<file path="src/rtl/mdio_pkg.sv">
package mdio_pkg;

  localparam int PHY_W        = 5;
  localparam int REG_W        = 5;
  localparam int DATA_W       = 16;
  localparam int FRAME_W      = 32;
  localparam int PRE_BITS     = 32;
  localparam int RD_CMD_BITS  = 16;
  localparam int WR_CMD_BITS  = 32;
  localparam int RD_TAIL_BITS = 19;
  localparam int WR_TAIL_BITS = 2;
  localparam int CNT_W        = $clog2(WR_CMD_BITS + 1);

  localparam logic [5:0] RD_LEAD = 6'b110110;
  localparam logic [3:0] WR_LEAD = 4'b0101;
  localparam logic [1:0] WR_TA   = 2'b10;

  typedef enum logic [1:0] {
    PH_IDLE,
    PH_PRE,
    PH_CMD,
    PH_TAIL
  } mdio_phase_e;

  function automatic int calc_half(input int sys_hz, input int mdc_hz);
    int h;
    h = (sys_hz + 2 * mdc_hz - 1) / (2 * mdc_hz);
    if (h < 1) h = 1;
    return h;
  endfunction

endpackage

</file>
<file path="src/rtl/mdio_tick_gen.sv">
module mdio_tick_gen #(
  parameter int HALF = 10
) (
  input  logic clk,
  input  logic rst,
  input  logic run,
  output logic tick
);
  localparam int CW = (HALF > 1) ? $clog2(HALF) : 1;
  localparam logic [CW-1:0] LAST = CW'(HALF - 1);

  logic [CW-1:0] cnt_q;

  always_ff @(posedge clk) begin
    if (rst || !run) begin
      cnt_q <= '0;
    end else if (cnt_q == LAST) begin
      cnt_q <= '0;
    end else begin
      cnt_q <= cnt_q + 1'b1;
    end
  end

  assign tick = run && (cnt_q == LAST);
endmodule

</file>
<file path="src/rtl/mdio_frame_fmt.sv">
module mdio_frame_fmt
  import mdio_pkg::*;
(
  input  logic               is_wr,
  input  logic [PHY_W-1:0]   phy,
  input  logic [REG_W-1:0]   regad,
  input  logic [DATA_W-1:0]  wdata,
  output logic [FRAME_W-1:0] frame
);
  always_comb begin
    if (is_wr) begin
      frame = {WR_LEAD, phy, regad, WR_TA, wdata};
    end else begin
      frame = {RD_LEAD, phy, regad, {DATA_W{1'b0}}};
    end
  end
endmodule

</file>
<file path="src/rtl/mdio_rx_shift.sv">
module mdio_rx_shift #(
  parameter int DW = 16
) (
  input  logic          clk,
  input  logic          rst,
  input  logic          clear,
  input  logic          en,
  input  logic          din,
  output logic [DW-1:0] word
);
  logic [DW:0] sh_q;

  always_ff @(posedge clk) begin
    if (rst || clear) begin
      sh_q <= '0;
    end else if (en) begin
      sh_q <= {sh_q[DW-1:0], din};
    end
  end

  assign word = sh_q[DW:1];
endmodule

</file>
<file path="src/rtl/mdio_master.sv">
module mdio_master
  import mdio_pkg::*;
#(
  parameter int SYS_CLK_HZ = 50_000_000,
  parameter int MDC_MAX_HZ = 2_500_000
) (
  input  logic              clk,
  input  logic              rst,
  input  logic              cmd_valid,
  input  logic              cmd_write,
  input  logic [PHY_W-1:0]  cmd_phy,
  input  logic [REG_W-1:0]  cmd_reg,
  input  logic [DATA_W-1:0] cmd_wdata,
  input  logic              preamble_en,
  output logic              busy,
  output logic              done,
  output logic [DATA_W-1:0] rdata,
  output logic              mdc,
  output logic              mdio_out,
  output logic              mdio_oe,
  input  logic              mdio_in
);
  localparam int HALF = calc_half(SYS_CLK_HZ, MDC_MAX_HZ);

  mdio_phase_e        phase_q;
  logic [CNT_W-1:0]   cnt_q;
  logic [FRAME_W-1:0] shreg_q;
  logic               wr_q;
  logic               mdc_q;
  logic               out_q;
  logic               oe_q;
  logic               done_q;
  logic [DATA_W-1:0]  rdata_q;

  logic               running;
  logic               tick;
  logic               accept;
  logic               rise_evt;
  logic               fall_evt;
  logic               sample_en;
  logic [FRAME_W-1:0] frame;
  logic [DATA_W-1:0]  rx_word;

  assign running   = (phase_q != PH_IDLE);
  assign accept    = !running && cmd_valid;
  assign rise_evt  = tick && !mdc_q;
  assign fall_evt  = tick && mdc_q;
  assign sample_en = rise_evt && (phase_q == PH_TAIL) && !wr_q;

  mdio_tick_gen #(.HALF(HALF)) u_tick (
    .clk  (clk),
    .rst  (rst),
    .run  (running),
    .tick (tick)
  );

  mdio_frame_fmt u_fmt (
    .is_wr (cmd_write),
    .phy   (cmd_phy),
    .regad (cmd_reg),
    .wdata (cmd_wdata),
    .frame (frame)
  );

  mdio_rx_shift #(.DW(DATA_W)) u_rx (
    .clk   (clk),
    .rst   (rst),
    .clear (accept),
    .en    (sample_en),
    .din   (mdio_in),
    .word  (rx_word)
  );

  always_ff @(posedge clk) begin
    if (rst) begin
      phase_q <= PH_IDLE;
      cnt_q   <= '0;
      shreg_q <= '0;
      wr_q    <= 1'b0;
      mdc_q   <= 1'b0;
      out_q   <= 1'b0;
      oe_q    <= 1'b0;
      done_q  <= 1'b0;
      rdata_q <= '0;
    end else begin
      done_q <= 1'b0;
      if (accept) begin
        wr_q    <= cmd_write;
        shreg_q <= frame;
        mdc_q   <= 1'b0;
        oe_q    <= 1'b1;
        if (preamble_en) begin
          phase_q <= PH_PRE;
          cnt_q   <= CNT_W'(PRE_BITS - 1);
          out_q   <= 1'b1;
        end else begin
          phase_q <= PH_CMD;
          cnt_q   <= cmd_write ? CNT_W'(WR_CMD_BITS - 1) : CNT_W'(RD_CMD_BITS - 1);
          out_q   <= frame[FRAME_W-1];
        end
      end else if (rise_evt) begin
        mdc_q <= 1'b1;
      end else if (fall_evt) begin
        mdc_q <= 1'b0;
        if (cnt_q != '0) begin
          cnt_q <= cnt_q - 1'b1;
          if (phase_q == PH_CMD) begin
            shreg_q <= shreg_q << 1;
            out_q   <= shreg_q[FRAME_W-2];
          end
        end else begin
          case (phase_q)
            PH_PRE: begin
              phase_q <= PH_CMD;
              cnt_q   <= wr_q ? CNT_W'(WR_CMD_BITS - 1) : CNT_W'(RD_CMD_BITS - 1);
              out_q   <= shreg_q[FRAME_W-1];
            end
            PH_CMD: begin
              phase_q <= PH_TAIL;
              cnt_q   <= wr_q ? CNT_W'(WR_TAIL_BITS - 1) : CNT_W'(RD_TAIL_BITS - 1);
              oe_q    <= 1'b0;
              out_q   <= 1'b0;
            end
            PH_TAIL: begin
              phase_q <= PH_IDLE;
              done_q  <= 1'b1;
              if (!wr_q) rdata_q <= rx_word;
            end
            default: phase_q <= PH_IDLE;
          endcase
        end
      end
    end
  end

  assign busy     = running;
  assign done     = done_q;
  assign rdata    = rdata_q;
  assign mdc      = mdc_q;
  assign mdio_out = out_q;
  assign mdio_oe  = oe_q;
endmodule

</file>
<file path="config.mk">
export PLATFORM = sky130hd
export DESIGN_NAME = mdio_master
export DESIGN_NICKNAME = d
export VERILOG_FILES = /design/src/rtl/mdio_pkg.sv /design/src/rtl/mdio_tick_gen.sv /design/src/rtl/mdio_frame_fmt.sv /design/src/rtl/mdio_rx_shift.sv /design/src/rtl/mdio_master.sv
export SDC_FILE = /design/constraint.sdc
export NUM_CORES = 1
export LEC_CHECK = 0
export ABC_CLOCK_PERIOD_IN_PS = 4100
export BUFFER_PORTS_ARGS = -buffer_cell sky130_fd_sc_hd__buf_4
export CORE_MARGIN = 2
export CORE_UTILIZATION = 25
export DETAILED_ROUTE_END_ITERATION = 6
export PLACE_DENSITY = 0.45
export SLEW_MARGIN = 20
export SYNTH_ARGS = -nofsm -noshare
export SYNTH_HDL_FRONTEND = slang
export SYNTH_SLANG_ARGS = --single-unit
export TNS_END_PERCENT = 50
</file>
<file path="constraint.sdc">
create_clock -name clk -period 4.1 [get_ports clk]
set_clock_uncertainty 0.05 [all_clocks]
set_input_delay 0.41 -clock clk [delete_from_list [all_inputs] [get_ports clk]]
set_output_delay 0.41 -clock clk [all_outputs]
set_load 0.05 [all_outputs]
</file>
==> impl_metrics.env, run 1 <==
export IMPL_antenna_found_initial=0
export IMPL_final_nets=537
export IMPL_layout_cells_non_filler=716
export IMPL_synth_edff_count=0
export IMPL_drc=0
export IMPL_die_x_um=130
export IMPL_clock_root_buffer="clkbuf_16"
export IMPL_grt_pass1_wl_um=17200
export IMPL_path_clk_slew_ns=0.07
export IMPL_grt_total_usage_pct=12.8
export IMPL_vias=3529
export IMPL_p_leak_nw=1.66
export IMPL_io_buffers=52
export IMPL_rows=46
export IMPL_r2r_end="phase_q[0]"
export IMPL_hold_start="mdio_in"
export IMPL_cts_tree="yes"
export IMPL_r2r_cells=6
export IMPL_yosysUniqueCellTypes=54
export IMPL_worstPathArrival_ns=3.06
export IMPL_maxCapViolations=0
export IMPL_slowest_delay_ns=0.98
export IMPL_post_drt_via_cell_ratio=4.93
export IMPL_criticalPathCategory="register to register"
export IMPL_drive_gt1_share_pct=21.2
export IMPL_die_area_um2=16900
export IMPL_first_pass_iters=4
export IMPL_reg2reg_from="phase_q[0]"
export IMPL_cts_resized=0
export IMPL_grt_max_degree=53
export IMPL_grt_overflow=0
export IMPL_ant_nets=0
export IMPL_cts_max_level=3
export IMPL_timing_slew_headroom_pct=30.6
export IMPL_avgSynthCellArea_um2=8.46
export IMPL_start_util_pct=25.3
export IMPL_async_flop_share_pct=0
export IMPL_yosysSeqAreaShare_pct=41.3
export IMPL_vdd_ir_drop_max_mv=0.196
export IMPL_tightestPinTransition_ns=1.04
export IMPL_r2r_setup_slack_ns=1.25
export IMPL_synth_nets=512
export IMPL_crit_cells=6
export IMPL_powerDensity_nw_per_um2=440
export IMPL_cts_buffers=9
export IMPL_critPathRequiredTime_ns=4.31
export IMPL_syn_to_final_growth_pct=21.8
export IMPL_wirelength_um=10600
export IMPL_wl_per_cell_um=14.7
export IMPL_clk_latency_ns=0.34
export IMPL_status="completed"
export IMPL_cp_top_family="simple AND/OR/NAND/NOR gates"
export IMPL_synth_area_um2=3980
export IMPL_fillers=1663
export IMPL_first_iter_violations=190
export IMPL_antenna_cells=0
export IMPL_io_pins=53
export IMPL_fp_dieH_um=130
export IMPL_setup_viol_count_final=0
export IMPL_ys_ff_latch=82
export IMPL_worstHoldEndpoint="u_rx.sh_q[0]"
export IMPL_end_kind="register"
export IMPL_path_cells="inv_1, ha_1, nand4bb_1, nor4_4, a21oi_1, a211oi_1"
export IMPL_gp_congestion=0.765
export IMPL_clockBufferDepth=2
export IMPL_setup_tns_final_ns=0
export IMPL_dp_cells=700
export IMPL_crit_buf_inv=1
export IMPL_cp_start_kind="register"
export IMPL_grt_pass1_vias=3418
export IMPL_fin_crit_sh_pct=69.4
export IMPL_fin_hold_ws_ns=0.281
export IMPL_crit_slowest_cell="nor4_4"
export IMPL_clkSinkCount=82
export IMPL_dominantRegCellSynth="dfxtp_1"
export IMPL_yosysWarnings=0
export IMPL_whs_path_depth=3
export IMPL_place_hpwl_um=6670
export IMPL_postSynthCellCount=470
export IMPL_max_freq_mhz=351
export IMPL_drv_slew=0
export IMPL_final_hold_violation_count=0
export IMPL_cts_setup_buffers=0
export IMPL_coreArea_um2=15700
export IMPL_hold_buffers=0
export IMPL_rsz0062_at_grt="false"
export IMPL_holdCritPathClass="primary input to register"
export IMPL_period_needed_ns=2.85
export IMPL_crit_fanout=18
[cell type report]
| cell class | instances | area (um^2) | share of cell area, % |
|---|---|---|---|
| clock inverters | 7 | 125 | 2.58 |
| clock buffers | 9 | 225 | 4.65 |
| multi-input cells | 332 | 2110 | 43.5 |
| repair buffers | 56 | 420 | 8.68 |
| flip-flops and latches | 82 | 1640 | 33.9 |
| well taps | 216 | 270 | 5.58 |
| inverters | 14 | 52.6 | 1.08 |
[sequential cells by signal, indices dropped and copies added (netlist names), 2 cells and up]
name,flops
cnt_q,6
phase_q,2
rdata,16
shreg_q,32
u_rx.sh_q,17
u_tick.cnt_q,4
[where the power goes]
group	internal [mW]	switching, mW
clock network	0.602	0.351
registers	0.839	0.0319
logic	0.113	0.195
[cell usage after synthesis (3+ instances only)]
| cell | count | area, um^2 |
|---|---|---|
| clkbuf_1 | 35 | 131 |
| a211oi_1 | 5 | 37.5 |
| a211oi_2 | 3 | 37.5 |
| mux2i_1 | 7 | 70.1 |
| nand3_1 | 40 | 200 |
| a31o_2 | 6 | 52.6 |
| and4_1 | 7 | 61.3 |
| a311oi_2 | 15 | 225 |
| a31oi_1 | 3 | 18.8 |
| inv_1 | 14 | 52.6 |
| nor3_1 | 27 | 135 |
| ha_1 | 10 | 125 |
| buf_6 | 4 | 45.0 |
| nor2_1 | 12 | 45.0 |
| nand2_1 | 75 | 282 |
| dfxtp_1 | 82 | 1640 |
| o21ai_0 | 30 | 150 |
| a21oi_1 | 50 | 250 |
[worst max path at each step]
stage                from           to
6_report       phase_q[0]   phase_q[0]
5_1_grt        phase_q[0]   phase_q[0]
4_1_cts        phase_q[0]   phase_q[0]
3_5_place_dp   phase_q[0]   phase_q[0]
3_3_place_gp   phase_q[0]   phase_q[0]
2_1_floorplan  phase_q[0]  shreg_q[10]
[worst min-delay path, delay by kind of cell]
| family | cells | cell delay [ns] |
|---|---|---|
| buf+inv | 1 | 0.11 |
| simple gates | 1 | 0.05 |
| compound gates | 1 | 0.05 |
[cell families (layout without fill, tap and decap cells)]
kind of cell,count (synthesis),in the layout,share of synthesized area [%]
compound gates,134,134,25.0
xor+xnor,2,2,0.441
fa+ha+maj,10,10,3.15
buf+inv,56,86,6.14
flops,82,82,41.3
mux,7,7,1.76
simple gates,179,179,22.2
[metal layers]
layer | part of all wire, % | up-vias | wire (um) | track usage [%]
li1 | - | 1758 | - | -
met1 | 49 | 1686 | 5200 | 16.9
met2 | 45 | 74 | 4740 | 20.0
met3 | 4.5 | 11 | 478 | 3.57
met4 | 1.4 | 0 | 146 | 4.49
met5 | 0 | - | 0 | 0
[placed cells by master, fill, tap and decap left out, drive strengths merged, types with 3 or more instances in the layout]
master	netlist	routed
ha	10	10
nor3	28	28
inv	14	16
a31oi	3	3
a311oi	17	17
clkbuf	36	9
o21ai	30	30
bufinv	0	3
dfxtp	82	82
a211oi	8	8
nor2	12	12
a31o	8	8
a21oi	50	50
nand2	76	76
mux2i	7	7
buf	6	56
and4	7	7
nand3	40	40
[through the flow]
stage / area (um^2) / total power, mW / utilization, % / setup slack (ns)
after global routing: 4840 / 2.23 / 30.8 / 0.964
after floorplan: 3980 / 1.11 / - / 1.99
after global placement: 4490 / 1.19 / 28.6 / 1.31
after detailed placement: 4490 / 1.20 / 28.6 / 1.25
final: 4840 / 2.13 / 30.8 / 1.25
after CTS: 4840 / 2.17 / 30.8 / 1.24
Note: power is estimated with default switching activity, not from simulation.
==> run 2, diff against run 1 <==
ABC_AREA = 1   (was not set)
ABC_CLOCK_PERIOD_IN_PS = 2550   (was 4100)
PLACE_DENSITY = 0.47   (was 0.45)
clock period = 2.55 ns   (was 4.1 ns; I/O delays follow)
==> impl_metrics.env, run 2 <==
export IMPL_crit_fanout=32
export IMPL_synth_area_um2=3880
export IMPL_timing_final_ws_setup_ns=0.551
export IMPL_async_flop_share_pct=0
export IMPL_dominantRegCellSynth="dfxtp_1"
export IMPL_post_place_ws_ns=0.534
export IMPL_gp_congestion=0.812
export IMPL_dp_cells=765
export IMPL_yosysUniqueCellTypes=30
export IMPL_final_util_pct=31.2
export IMPL_synth_nets=588
export IMPL_grt_pass1_wl_um=15200
export IMPL_post_drt_via_cell_ratio=4.40
export IMPL_synth_edff_count=0
export IMPL_grt_overflow=0
export IMPL_ys_ff_latch=82
export IMPL_p_leak_nw=2.14
export IMPL_cts_tree="yes"
export IMPL_synthMostInstantiatedCell="nor2_1"
export IMPL_grt_max_degree=56
export IMPL_timing_slew_headroom_pct=61.5
export IMPL_syn_to_final_growth_pct=22.1
export IMPL_yosysSeqAreaShare_pct=42.3
export IMPL_clock_root_buffer="clkbuf_16"
export IMPL_status="completed"
export IMPL_drc=0
export IMPL_start_util_pct=25.5
export IMPL_io_buffers=52
export IMPL_period_needed_ns=2.00
export IMPL_wirelength_um=8910
export IMPL_maxCapViolations=0
export IMPL_final_cell_mix="125 x nor2_1, 101 x nand2_1, 82 x dfxtp_1, 58 x buf_4, 56 x inv_1"
export IMPL_fin_hold_ws_ns=0.0860
export IMPL_yosysWarnings=0
export IMPL_avgSynthCellArea_um2=7.11
export IMPL_ys_top_cells_by_count="125 x nor2_1, 101 x nand2_1, 82 x dfxtp_1"
export IMPL_holdCritPathClass="primary input to register"
export IMPL_end_kind="register"
export IMPL_first_iter_violations=154
export IMPL_rsz0062_at_grt="false"
export IMPL_powerDensity_nw_per_um2=925
export IMPL_grt_total_usage_pct=11.5
export IMPL_vdd_ir_drop_max_mv=0.386
export IMPL_clockBufferDepth=2
export IMPL_cp_start_kind="register"
export IMPL_largest_register_ffs=32
export IMPL_rows=45
export IMPL_antenna_found_initial=0
export IMPL_critPathRequiredTime_ns=2.77
export IMPL_path_clk_slew_ns=0.06
export IMPL_drive_gt1_share_pct=15.7
export IMPL_fp_dieH_um=129
export IMPL_coreArea_um2=15200
export IMPL_fin_crit_sh_pct=78.4
export IMPL_worstPathArrival_ns=2.22
export IMPL_clk_latency_ns=0.34
export IMPL_die_x_um=129
export IMPL_setup_viol_count_final=0
export IMPL_cts_max_level=3
export IMPL_final_nets=630
export IMPL_placed_cell_area_um2=4390
export IMPL_max_freq_mhz=500
export IMPL_total_power_mw=4.38
export IMPL_final_common_cell="nor2_1"
export IMPL_synth_area_leader_cell="dfxtp_1"
export IMPL_first_pass_iters=4
export IMPL_criticalPathCategory="register to register"
export IMPL_vias=3438
export IMPL_drv_slew=0
export IMPL_tightestPinTransition_ns=0.575
export IMPL_hold_buffers=0
export IMPL_ant_nets=0
export IMPL_synthDominantCellAreaShare_pct=42.3
export IMPL_finish_instance_area_um2=4740
export IMPL_wl_per_cell_um=11.4
export IMPL_synth_area_leaders="dfxtp_1 42%, nor2_1 12%, nand2_1 9.8%"
export IMPL_io_pins=53
export IMPL_die_area_um2=16500
export IMPL_setup_tns_final_ns=0
export IMPL_final_hold_violation_count=0
export IMPL_antenna_cells=0
export IMPL_cts_setup_buffers=0
export IMPL_layout_cells_non_filler=781
export IMPL_postSynthCellCount=546
export IMPL_cts_buffers=9
export IMPL_place_hpwl_um=5990
export IMPL_grt_pass1_vias=3315
export IMPL_cts_resized=0
export IMPL_regMostFlops="shreg_q"
export IMPL_clkSinkCount=82
run 2: path summary, 6_finish.rpt:
kind,startpoint,endpoint,slack [ns],depth (start not counted)
worst max-delay path,phase_q[0],shreg_q[14],0.55,10
worst max register to register,phase_q[0],shreg_q[14],0.55,10
worst min register to register,u_rx.sh_q[16],u_rx.sh_q[16],0.40,2
worst min-delay path,rst,shreg_q[0],0.09,2
run 2: area by class of cell:
type	instances	area [um^2]
well taps	188	235
clock buffers	12	256
clock inverters	4	97.6
flip-flops and latches	82	1640
multi-input cells	379	1860
fillers	1652	10500
repair buffers	58	435
inverters	58	218
run 2: kinds of logic (layout without fill, tap and decap cells):
kind of cell	Yosys count	in the layout	synth area share, %
AND/OR/NAND/NOR	268	268	29.2
AO/OA/AOI/OAI	96	96	14.3
buffers and inverters	85	132	9.93
flip-flops	82	82	42.3
adder cells (fa/ha/maj)	10	10	3.22
XOR/XNOR	5	5	1.13
run 2: power by group:
group,internal [mW],switching [mW]
clock network,1.01,0.529
logic,0.464,0.790
registers,1.47,0.122
total,2.94,1.44
run 2: metal layers:
metal  share of wire [%]  track usage (%)  wire [um]  up-vias
met5                   0                0          0        -
met4                 1.6             4.60        142        0
met3                 6.0             3.91        533       14
met2                  45             19.2       4050       73
met1                  47             13.5       4180     1542
li1                    -                -          -     1809
run 2: worst max-delay path, cell delays in order, from the launching register on:
cell and delay [ns]:
dfxtp_1 0.37, inv_1 0.08, ha_1 0.23, nand2_2 0.10, inv_2 0.11, nor2_1 0.28
nor2_4 0.08, nand2_4 0.06, buf_4 0.31, o21ai_0 0.13, nor2_1 0.12
==> run 3, diff against run 2 <==
ABC_AREA = 0   (was 1)
ABC_CLOCK_PERIOD_IN_PS = 2000   (was 2550)
PLACE_DENSITY = 0.45   (was 0.47)
clock period = 2 ns   (was 2.55 ns; I/O delays follow)
==> impl_metrics.env, run 3 (synthesis gave the netlist of run 1 again) <==
export IMPL_reg2reg_from="cnt_q[1]"
export IMPL_largest_register_ffs=32
export IMPL_max_freq_mhz=479
export IMPL_hold_start="mdio_in"
export IMPL_final_common_cell="buf_4"
export IMPL_crit_fanout=7
export IMPL_fin_crit_sh_pct=104
export IMPL_path_clk_slew_ns=0.06
export IMPL_worstHoldEndpoint="u_rx.sh_q[0]"
export IMPL_critPathRequiredTime_ns=2.19
export IMPL_r2r_setup_slack_ns=-0.09
export IMPL_maxCapViolations=0
export IMPL_cts_max_level=3
export IMPL_grt_overflow=0
export IMPL_regMostFlops="shreg_q"
export IMPL_r2r_end="shreg_q[27]"
export IMPL_end_kind="register"
export IMPL_period_needed_ns=2.09
export IMPL_rsz0062_at_grt="true"
export IMPL_tightestPinTransition_ns=0.478
export IMPL_clock_root_buffer="clkbuf_16"
export IMPL_placed_cell_area_um2=4870
export IMPL_vdd_ir_drop_max_mv=0.348
export IMPL_io_buffers=52
export IMPL_ant_nets=0
export IMPL_final_cell_mix="93 x buf_4, 77 x dfxtp_1, 73 x nand2_1, 46 x a21oi_1, 38 x nand3_1"
export IMPL_wirelength_um=12300
export IMPL_drc=0
export IMPL_final_nets=604
export IMPL_cp_start_kind="register"
export IMPL_p_leak_nw=2.09
export IMPL_grt_pass1_wl_um=18600
export IMPL_drv_slew=0
export IMPL_worstPathArrival_ns=2.28
export IMPL_first_pass_iters=4
export IMPL_post_drt_via_cell_ratio=4.85
export IMPL_setup_viol_count_final=35
export IMPL_die_area_um2=16900
export IMPL_start_util_pct=25.3
export IMPL_fin_hold_ws_ns=0.0539
export IMPL_gp_congestion=0.766
export IMPL_powerDensity_nw_per_um2=781
export IMPL_syn_to_final_growth_pct=45.8
export IMPL_whs_path_depth=3
export IMPL_clk_latency_ns=0.34
export IMPL_holdCritPathClass="primary input to register"
export IMPL_violations="setup timing"
export IMPL_first_iter_violations=158
export IMPL_coreArea_um2=15700
export IMPL_r2r_cells=8
export IMPL_clockBufferDepth=2
export IMPL_criticalPathCategory="register to register"
export IMPL_fp_dieH_um=130
export IMPL_cts_tree="yes"
export IMPL_clkSinkCount=82
export IMPL_grt_total_usage_pct=14.0
export IMPL_hold_buffers=0
export IMPL_setup_tns_final_ns=-0.972
export IMPL_status="finished with violations"
export IMPL_wl_per_cell_um=15.7
export IMPL_vias=3796
export IMPL_die_x_um=130
export IMPL_antenna_found_initial=0
export IMPL_place_hpwl_um=7430
export IMPL_drive_gt1_share_pct=38.0
export IMPL_grt_max_degree=34
export IMPL_final_hold_violation_count=0
export IMPL_finish_instance_area_um2=5800
export IMPL_antenna_cells=0
export IMPL_cts_buffers=9
export IMPL_grt_pass1_vias=3671
export IMPL_timing_final_ws_setup_ns=-0.0894
export IMPL_rows=46
export IMPL_timing_slew_headroom_pct=68.1
export IMPL_io_pins=53
[run 3: cell types whose count changed in the layout (fill, tap and decap cells not counted), moves of 23 or more]
| cell | change |
|---|---|
| nor2_1 | -113 |
| inv_1 | -47 |
| buf_4 | +35 |
| nand2_1 | -28 |
| o21ai_0 | -27 |
| nor3_1 | +25 |
| a21oi_1 | +23 |
[run 3: power breakdown]
part	internal, mW	leakage, nW	switching (mW)	total [mW]
clock network	1.13	0.156	0.708	1.84
logic	0.409	1.27	0.500	0.909
registers	1.72	0.669	0.0574	1.78
total	3.26	2.09	1.27	4.53
[run 3: critical path, cell delays in order, from the launching register on]
cell and delay (ns):
dfxtp_2 0.32, inv_2 0.07, ha_4 0.14, or4b_4 0.50, o2111ai_4 0.33, buf_4 0.18
buf_6 0.12, a21oi_1 0.07, a41o_1 0.21
[run 3: worst max path at each step]
stage / depth (start not counted) / end / from / slack (ns)
floorplan: 8 / shreg_q[10] / phase_q[0] / -0.05
global placement: 7 / shreg_q[1] / cnt_q[0] / -0.14
finish: 8 / shreg_q[27] / cnt_q[1] / -0.09
CTS: 8 / shreg_q[24] / cnt_q[1] / -0.06
global route: 10 / shreg_q[18] / phase_q[1] / -0.15
detailed placement: 7 / shreg_q[12] / cnt_q[0] / -0.16
[run 3: cell type report]
class / count / area, um^2
Clock buffer: 10 / 239
Sequential cell: 82 / 1650
Timing Repair Buffer: 121 / 1140
Clock inverter: 5 / 85.1
Fill cell: 1615 / 9910
Inverter: 14 / 52.6
Multi-Input combinational cell: 334 / 2360
Tap cell: 216 / 270
[run 3: metrics by stage]
| step | total power, mW | utilization, % | instances | worst slack, ns |
|---|---|---|---|---|
| after floorplan | 2.28 | - | 470 | -0.0485 |
| after global placement | 2.58 | 31.0 | 739 | -0.139 |
| after detailed placement | 2.59 | 31.0 | 739 | -0.164 |
| after CTS | 4.53 | 34.8 | 771 | -0.0570 |
| after global routing | 4.72 | 36.9 | 782 | -0.152 |
| final | 4.53 | 36.9 | 782 | -0.0894 |
[run 3: timing repair]
item,in CTS,in global routing
cloned,3,6
resized for setup,29,73
pin swaps,7,39
setup buffers,15,6
endpoints found under the setup margin,54,73
[run 3: metal layers]
layer	track usage, %	vias up	share of wire [%]
met1	18.5	1823	49
met3	3.94	9	3.7
met2	22.4	63	47
li1	-	1901	-
met4	4.17	0	0.81
met5	0	-	0
